===== config.mk =====
export PLATFORM = sky130hd
export DESIGN_NAME = serial_audio_rx
export DESIGN_NICKNAME = d
export VERILOG_FILES = /design/src/rtl/serial_audio_rx_pkg.sv /design/src/rtl/serial_audio_rx_sync.sv /design/src/rtl/serial_audio_rx_slot.sv /design/src/rtl/serial_audio_rx_pack.sv /design/src/rtl/serial_audio_rx.sv
export SDC_FILE = /design/constraint.sdc
export NUM_CORES = 1
export LEC_CHECK = 0
export CAP_MARGIN = 25
export CORE_ASPECT_RATIO = 1.1
export CORE_MARGIN = 8
export CORE_UTILIZATION = 57
export CTS_CLUSTER_SIZE = 14
export DETAILED_ROUTE_END_ITERATION = 8
export GPL_TIMING_DRIVEN = 0
export PLACE_DENSITY = 0.8
export SLEW_MARGIN = 15
export SYNTH_ARGS = -nofsm -noshare
export SYNTH_HDL_FRONTEND = slang
export SYNTH_SLANG_ARGS = --single-unit

===== constraint.sdc =====
create_clock -name clk_i -period 2.9 [get_ports clk_i]
set_clock_uncertainty 0.15 [all_clocks]
set_input_delay 0.435 -clock clk_i [delete_from_list [all_inputs] [get_ports clk_i]]
set_output_delay 0.435 -clock clk_i [all_outputs]
set_load 0.03 [all_outputs]

===== src/rtl/serial_audio_rx_pkg.sv =====
package serial_audio_rx_pkg;
  typedef enum logic {
    CH_LEFT  = 1'b0,
    CH_RIGHT = 1'b1
  } chan_e;

  typedef struct packed {
    logic  stb;   // bit clock rising edge seen
    logic  bit_v; // data bit captured on that edge
    logic  fin;   // word select changed on that edge
    chan_e chan;  // channel of the word that finishes
  } slot_evt_t;
endpackage


===== src/rtl/serial_audio_rx_sync.sv =====
module serial_audio_rx_sync #(
  parameter int STAGES = 2,
  parameter int WIDTH  = 3
) (
  input  logic             clk_i,
  input  logic             rst_ni,
  input  logic [WIDTH-1:0] async_i,
  output logic [WIDTH-1:0] sync_o
);
  logic [WIDTH-1:0] chain_q [STAGES];

  for (genvar s = 0; s < STAGES; s++) begin : g_stage
    if (s == 0) begin : g_first
      always_ff @(posedge clk_i or negedge rst_ni) begin
        if (!rst_ni) chain_q[s] <= '0;
        else         chain_q[s] <= async_i;
      end
    end else begin : g_next
      always_ff @(posedge clk_i or negedge rst_ni) begin
        if (!rst_ni) chain_q[s] <= '0;
        else         chain_q[s] <= chain_q[s-1];
      end
    end
  end

  assign sync_o = chain_q[STAGES-1];
endmodule


===== src/rtl/serial_audio_rx_slot.sv =====
module serial_audio_rx_slot
  import serial_audio_rx_pkg::*;
(
  input  logic      clk_i,
  input  logic      rst_ni,
  input  logic      sck_i,
  input  logic      ws_i,
  input  logic      sd_i,
  output slot_evt_t evt_o
);
  logic sck_q, ws_q, primed_q;
  logic rise;

  assign rise = sck_i & ~sck_q;

  always_ff @(posedge clk_i or negedge rst_ni) begin
    if (!rst_ni) begin
      sck_q    <= 1'b0;
      ws_q     <= 1'b0;
      primed_q <= 1'b0;
    end else begin
      sck_q <= sck_i;
      if (rise) begin
        ws_q     <= ws_i;
        primed_q <= 1'b1;
      end
    end
  end

  always_comb begin
    evt_o.stb   = rise;
    evt_o.bit_v = sd_i;
    // first edge after reset only learns the current word-select level
    evt_o.fin   = rise & primed_q & (ws_i != ws_q);
    evt_o.chan  = chan_e'(ws_q);
  end


  edge_single_chk: assert property (@(posedge clk_i) disable iff (!rst_ni)
    evt_o.stb |=> !evt_o.stb);


  fin_chan_chk: assert property (@(posedge clk_i) disable iff (!rst_ni)
    evt_o.fin |=> (ws_q != $past(ws_q)));
endmodule


===== src/rtl/serial_audio_rx_pack.sv =====
module serial_audio_rx_pack
  import serial_audio_rx_pkg::*;
#(
  parameter int SAMPLE_W = 24
) (
  input  logic                clk_i,
  input  logic                rst_ni,
  input  slot_evt_t           evt_i,
  output logic [SAMPLE_W-1:0] data_o,
  output logic                chan_o,
  output logic                vld_o
);
  localparam int CNT_W = $clog2(SAMPLE_W + 1);
  localparam logic [CNT_W-1:0] CNT_MAX = CNT_W'(SAMPLE_W);

  logic [SAMPLE_W-1:0] acc_q, acc_nxt;
  logic [CNT_W-1:0]    cnt_q;
  logic                started_q;

  // place the incoming bit at its MSB-first position; dropped once full
  always_comb begin
    acc_nxt = acc_q;
    for (int i = 0; i < SAMPLE_W; i++) begin
      if (cnt_q == CNT_W'(SAMPLE_W - 1 - i)) acc_nxt[i] = evt_i.bit_v;
    end
  end

  always_ff @(posedge clk_i or negedge rst_ni) begin
    if (!rst_ni) begin
      acc_q     <= '0;
      cnt_q     <= '0;
      started_q <= 1'b0;
      data_o    <= '0;
      chan_o    <= 1'b0;
      vld_o     <= 1'b0;
    end else begin
      vld_o <= 1'b0;
      if (evt_i.stb) begin
        if (evt_i.fin) begin
          if (started_q) begin
            data_o <= acc_nxt;
            chan_o <= evt_i.chan;
            vld_o  <= 1'b1;
          end
          started_q <= 1'b1;
          acc_q     <= '0;
          cnt_q     <= '0;
        end else begin
          acc_q <= acc_nxt;
          if (cnt_q != CNT_MAX) cnt_q <= cnt_q + 1'b1;
        end
      end
    end
  end


  cnt_sat_chk: assert property (@(posedge clk_i) disable iff (!rst_ni)
    cnt_q <= CNT_MAX);


  strobe_pulse_chk: assert property (@(posedge clk_i) disable iff (!rst_ni)
    vld_o |=> !vld_o);


  hold_chk: assert property (@(posedge clk_i) disable iff (!rst_ni)
    !vld_o |-> ($stable(data_o) && $stable(chan_o)));


  first_drop_chk: assert property (@(posedge clk_i) disable iff (!rst_ni)
    vld_o |-> started_q);
endmodule


===== src/rtl/serial_audio_rx.sv =====
module serial_audio_rx
  import serial_audio_rx_pkg::*;
#(
  parameter int SAMPLE_W    = 24,
  parameter int SYNC_STAGES = 2
) (
  input  logic                clk_i,
  input  logic                rst_ni,
  input  logic                aud_sck_i,
  input  logic                aud_ws_i,
  input  logic                aud_sd_i,
  output logic [SAMPLE_W-1:0] smp_data_o,
  output logic                smp_chan_o,
  output logic                smp_vld_o
);
  localparam int LINES = 3;

  logic [LINES-1:0] lines_s;
  slot_evt_t        evt;

  serial_audio_rx_sync #(
    .STAGES (SYNC_STAGES),
    .WIDTH  (LINES)
  ) u_sync (
    .clk_i   (clk_i),
    .rst_ni  (rst_ni),
    .async_i ({aud_sck_i, aud_ws_i, aud_sd_i}),
    .sync_o  (lines_s)
  );

  serial_audio_rx_slot u_slot (
    .clk_i  (clk_i),
    .rst_ni (rst_ni),
    .sck_i  (lines_s[2]),
    .ws_i   (lines_s[1]),
    .sd_i   (lines_s[0]),
    .evt_o  (evt)
  );

  serial_audio_rx_pack #(
    .SAMPLE_W (SAMPLE_W)
  ) u_pack (
    .clk_i  (clk_i),
    .rst_ni (rst_ni),
    .evt_i  (evt),
    .data_o (smp_data_o),
    .chan_o (smp_chan_o),
    .vld_o  (smp_vld_o)
  );
endmodule


Yosys cells after proc, flatten, opt, wreduce, memory -nomap -nowiden. Cells that the tools add are included.

Register bits: 65. Input bits: 5. Output and inout port bits: 26.

Reduce and logical (&&, ||, !) cells: 5. Bitwise operators: 4. Equality and inequality tests: 25. Add/subtract/negate cells: 1. Muxes and demuxes: 30.

Operator list (number): $eq A5 B4 Y1 const B (8); $eq A5 B5 Y1 const B (8); $mux W1 (27); $mux W24 (1); $eq A5 B3 Y1 const B (4); $eq A5 B2 Y1 const B (2); $mux W5 (2); $add A5 B1 Y5 const B (1); $eq A5 B1 Y1 const B (1); $logic_not A5 Y1 (1); $ne A5 B5 Y1 const B (1); $reduce_and A2 Y1 (2); $and A1 B1 Y1 (3); $reduce_and A3 Y1 (1); $reduce_bool A2 Y1 (1); $ne A1 B1 Y1 (1); $not A1 Y1 (1).

Longest topological paths before layout.
Depth after elaboration: 6. Depth in mapped cells: 7. Depth with buffers taken out: 6.

By module. A second synthesis with hierarchy kept.

Cell total of the unflattened synthesis: 282. Area, all modules: 3313.2 um^2.

Modules (own cells, without submodules): serial_audio_rx_pack (area an instance 2991.6 um^2, cells an instance 262, instances 1); serial_audio_rx_sync (area an instance 172.7 um^2, cells an instance 9, instances 1); serial_audio_rx_slot (area an instance 148.9 um^2, cells an instance 11, instances 1).

Worst setup path after synthesis. No wires, ideal clock.

Path kind: flip-flop to flip-flop. From: reg u_pack.cnt_q[0]. To: reg u_pack.data_o[23]. Setup slack: 0.848 ns. Data arrival time: 1.778 ns. Cell stages (with the launch flop): 6. Clock period less this slack: 2.052 ns. Library setup time: 0.125 ns. Path buffers: 0. Path through: dfrtp_1 inv_1 ha_1 or4b_4 mux2_1 mux2_2.

Longest elaborated chain between the ends: 2.

RTL lines: from (decl) (RTL line serial_audio_rx_pack.sv:17) `logic [CNT_W-1:0] cnt_q;`; from (signal assigned) (RTL line serial_audio_rx_pack.sv:50) `if (cnt_q != CNT_MAX) cnt_q <= cnt_q + 1'b1;`; $logic_not A5 Y1 (RTL line serial_audio_rx_pack.sv:24) `if (cnt_q == CNT_W'(SAMPLE_W - 1 - i)) acc_nxt[i] = evt_i.bit_v;`; $mux W1 (RTL line serial_audio_rx_pack.sv:24); to (signal assigned) (RTL line serial_audio_rx_pack.sv:41) `data_o <= acc_nxt;`; to (decl) (RTL line serial_audio_rx_pack.sv:9) `output logic [SAMPLE_W-1:0] data_o,`.

No other way between the ends. A chain may end at the register's enable or synchronous reset.

Final worst setup path.
From: reg u_pack.cnt_q[0]. To: reg u_pack.data_o[21].

Longest elaborated chain between the ends: 2.

RTL lines (RTL line): $eq A5 B2 Y1 (serial_audio_rx_pack.sv:24); $mux W1 (serial_audio_rx_pack.sv:24).

No other way between the ends.

==> flow_summary.json <==
{
  "run_status": "finished, final reports clean",
  "hpwl_um": 4810,
  "dp_cells": 379,
  "synth_cell_types": 40,
  "worstRegToRegCells": 5,
  "insertion_delay_ns": 0.35,
  "whs_ns": 0.202,
  "rr_endpoint": "u_pack.data_o[21]",
  "pin_count": 31,
  "reg2reg_setup_slack_ns": 0.61,
  "postRouteAntennaNets": 0,
  "rsz0062_at_grt": "false",
  "std_cell_rows": 28,
  "synth_xor_area_share_pct": 0.786,
  "fin_area_um2": 3870,
  "muxShareOfSynthArea_pct": 17.0,
  "path_clk_slew_ns": 0.07,
  "yosysSeqAreaShare_pct": 51.1,
  "drv_slew": 0,
  "die_w_um": 87.3,
  "multi_input_area_um2": 1420,
  "io_buffers": 30,
  "finalNetCount": 326,
  "peakVddDrop_uv": 690,
  "post-route-min-period_ns": 2.29,
  "mostFrequentLayoutCells": "65 x dfrtp_1, 45 x nand2_1, 29 x clkdlybuf4s50_1, 18 x mux2_1, 15 x mux2i_1",
  "drt_iter0_markers": 102,
  "relSlewSlack_pct": 66.8,
  "synth-adder-area-share_pct": 1.97,
  "critPathKind": "reg2reg",
  "grt-ovfl-total": 0,
  "layout_setup_ws_ns": 0.608,
  "placed_cell_area_um2": 3590,
  "synth.cell_area_um2": 3180,
  "worstPathArrival_ns": 2.38,
  "avgRoutedWirePerCell_um": 17.1,
  "max_freq_mhz": 436,
  "numCtsBuffers": 9,
  "crit_end": "u_pack.data_o[21]",
  "required_ns": 2.98,
  "dr.pass1.iters": 4,
  "grt_max_degree": 36,
  "cap_violations": 0,
  "hold_viol": 0,
  "synth-seq-cells": 65,
  "grt_usage_pct": 17.8,
  "leakage_nw": 1.70,
  "hold_class": "reg2reg",
  "pre_cts_ws_ns": 0.659,
  "yosys.area_share.simple_pct": 15.9,
  "crit_path_end_kind": "flop",
  "grt_pass1_wl_um": 11300,
  "synthesis.nets": 283,
  "area.growth.synth_to_final_pct": 21.6,
  "regToRegStartpoint": "u_pack.cnt_q[0]",
  "synthFlopType": "dfrtp_1",
  "yosys_warnings": 0,
  "core_um2": 5400,
  "start_util_pct": 59.0,
  "drive_above_1_share_pct": 15.6,
  "vias": 2292,
  "async_reset_ff_share_pct": 100,
  "drt-total-wl_um": 6790,
  "root_buffer": "clkbuf_8",
  "worstSetupStartpointType": "flop",
  "synth_top_family_by_area": "multiplexers",
  "cts_tree": "done",
  "chipHeight_um": 94.4,
  "stdcell_count": 396,
  "crit_path_start": "u_pack.cnt_q[0]",
  "gp_congestion": 0.916,
  "post-route-period-util_pct": 79.0,
  "synth_cells": 273,
  "register_area_um2": 1630,
  "synth-compound-area-share_pct": 9.12,
  "setup_viol": 0,
  "p_per_area_nw_per_um2": 991,
  "tightest_slew_ns": 0.495,
  "antenna_found_initial": 0,
  "layout_commonest_cell": "dfrtp_1",
  "via_per_inst": 5.79,
  "synth.avg_cell_area_um2": 11.7,
  "clock_sinks": 65,
  "drc_errors": 0,
  "postCtsSetupBuffers": 0,
  "synth-edff-count": 0,
  "clock_path_buffers": 2,
  "power_w": 0.00384,
  "cts.htree.levels": 3,
  "crit_fanout": 6,
  "die-area_um2": 8230,
  "first_global_vias": 2379,
  "diodes": 0,
  "fillCellCount": 406
}
layout make-up:
| cell class | instances | share of cell area (%) |
|---|---|---|
| repair buffers | 32 | 8.47 |
| clock buffers | 9 | 3.20 |
| plain buffers | 18 | 2.26 |
| well taps | 75 | 2.42 |
| inverters | 12 | 1.16 |
| multi-input cells | 178 | 36.8 |
| clock inverters | 7 | 3.68 |
| flip-flops and latches | 65 | 42.0 |
worst max-delay path, cell delays in order, from the launching register on:
cell and delay, ns:
dfrtp_1 0.44, inv_1 0.14, ha_1 0.33, or4b_4 0.55, mux2_4 0.31, mux2_2 0.26
per-stage QoR:
| step | util, % | setup TNS [ns] |
|---|---|---|
| 2_1_floorplan | - | 0 |
| 3_5_place_dp | 66.6 | 0 |
| 6_report | 71.8 | 0 |
| 3_3_place_gp | 66.3 | -55.11 |
| 5_1_grt | 71.8 | 0 |
| 4_1_cts | 71.8 | 0 |
logic make-up (layout without fill, tap and decap cells):
logic type | after synthesis | in the layout
DFF | 65 | 65
adders and majority gates | 5 | 5
buffers and inverters | 30 | 78
muxes | 49 | 49
xor gates and xnor gates | 2 | 2
AOI/OAI and AO/OA | 40 | 40
and+or+nand+nor | 82 | 82
cells in the mapped netlist, types with 7 or more instances:
library cell  number  share of area (%)
clkbuf_1          11                1.3
o211ai_1           7                1.7
nand4bb_1         10                3.5
o221ai_1          13                3.6
nand2_1           45                5.3
mux2_1            18                6.4
dfrtp_1           65                 51
inv_1             10                1.2
nand4b_1           8                2.2
mux2_2            14                5.0
mux2i_1           15                4.7
o21ai_0            7                1.1
timing repair:
item / CTS / global route
resized for setup: 0 / 0
hold buffers: 1 / 0
hold endpoints to repair: 30 / 0
how the worst min path moves through the flow:
stage / cells past startpoint / start / to
floorplan: 0 / rst_ni / u_pack.acc_q[0]
global placement: 0 / u_sync.chain_q[5] / u_sync.sync_o[2]
detailed placement: 0 / u_sync.chain_q[5] / u_sync.sync_o[2]
CTS: 0 / u_sync.chain_q[5] / u_sync.sync_o[2]
global route: 0 / u_sync.chain_q[3] / u_sync.sync_o[0]
finish: 0 / u_sync.chain_q[5] / u_sync.sync_o[2]
routing by layer:
| layer | GRT usage, % | part of all wire (%) |
|---|---|---|
| met4 | 9.76 | 3.0 |
| met2 | 29.5 | 49 |
| met1 | 20.9 | 43 |
| met3 | 3.91 | 5.2 |
| met5 | 0 | 0 |
registers in the layout, indices dropped and copies added, names as in the netlist:
| signal | cells |
|---|---|
| u_pack.acc_q | 24 |
| u_pack.chan_o | 1 |
| u_pack.cnt_q | 5 |
| u_pack.data_o | 24 |
| u_pack.started_q | 1 |
| u_pack.vld_o | 1 |
| u_slot.primed_q | 1 |
| u_slot.sck_q | 1 |
| u_slot.ws_q | 1 |
| u_sync.chain_q | 3 |
| u_sync.sync_o | 3 |
power by group:
group	internal [W]	switching, W	leakage (nW)	total (W)
clock	0.000657	0.000366	0.122	0.00102
combinational	0.000662	0.000786	0.802	0.00145
sequential	0.00118	0.000182	0.780	0.00137
total	0.00250	0.00133	1.70	0.00384
(Power assumes the default switching activity.)
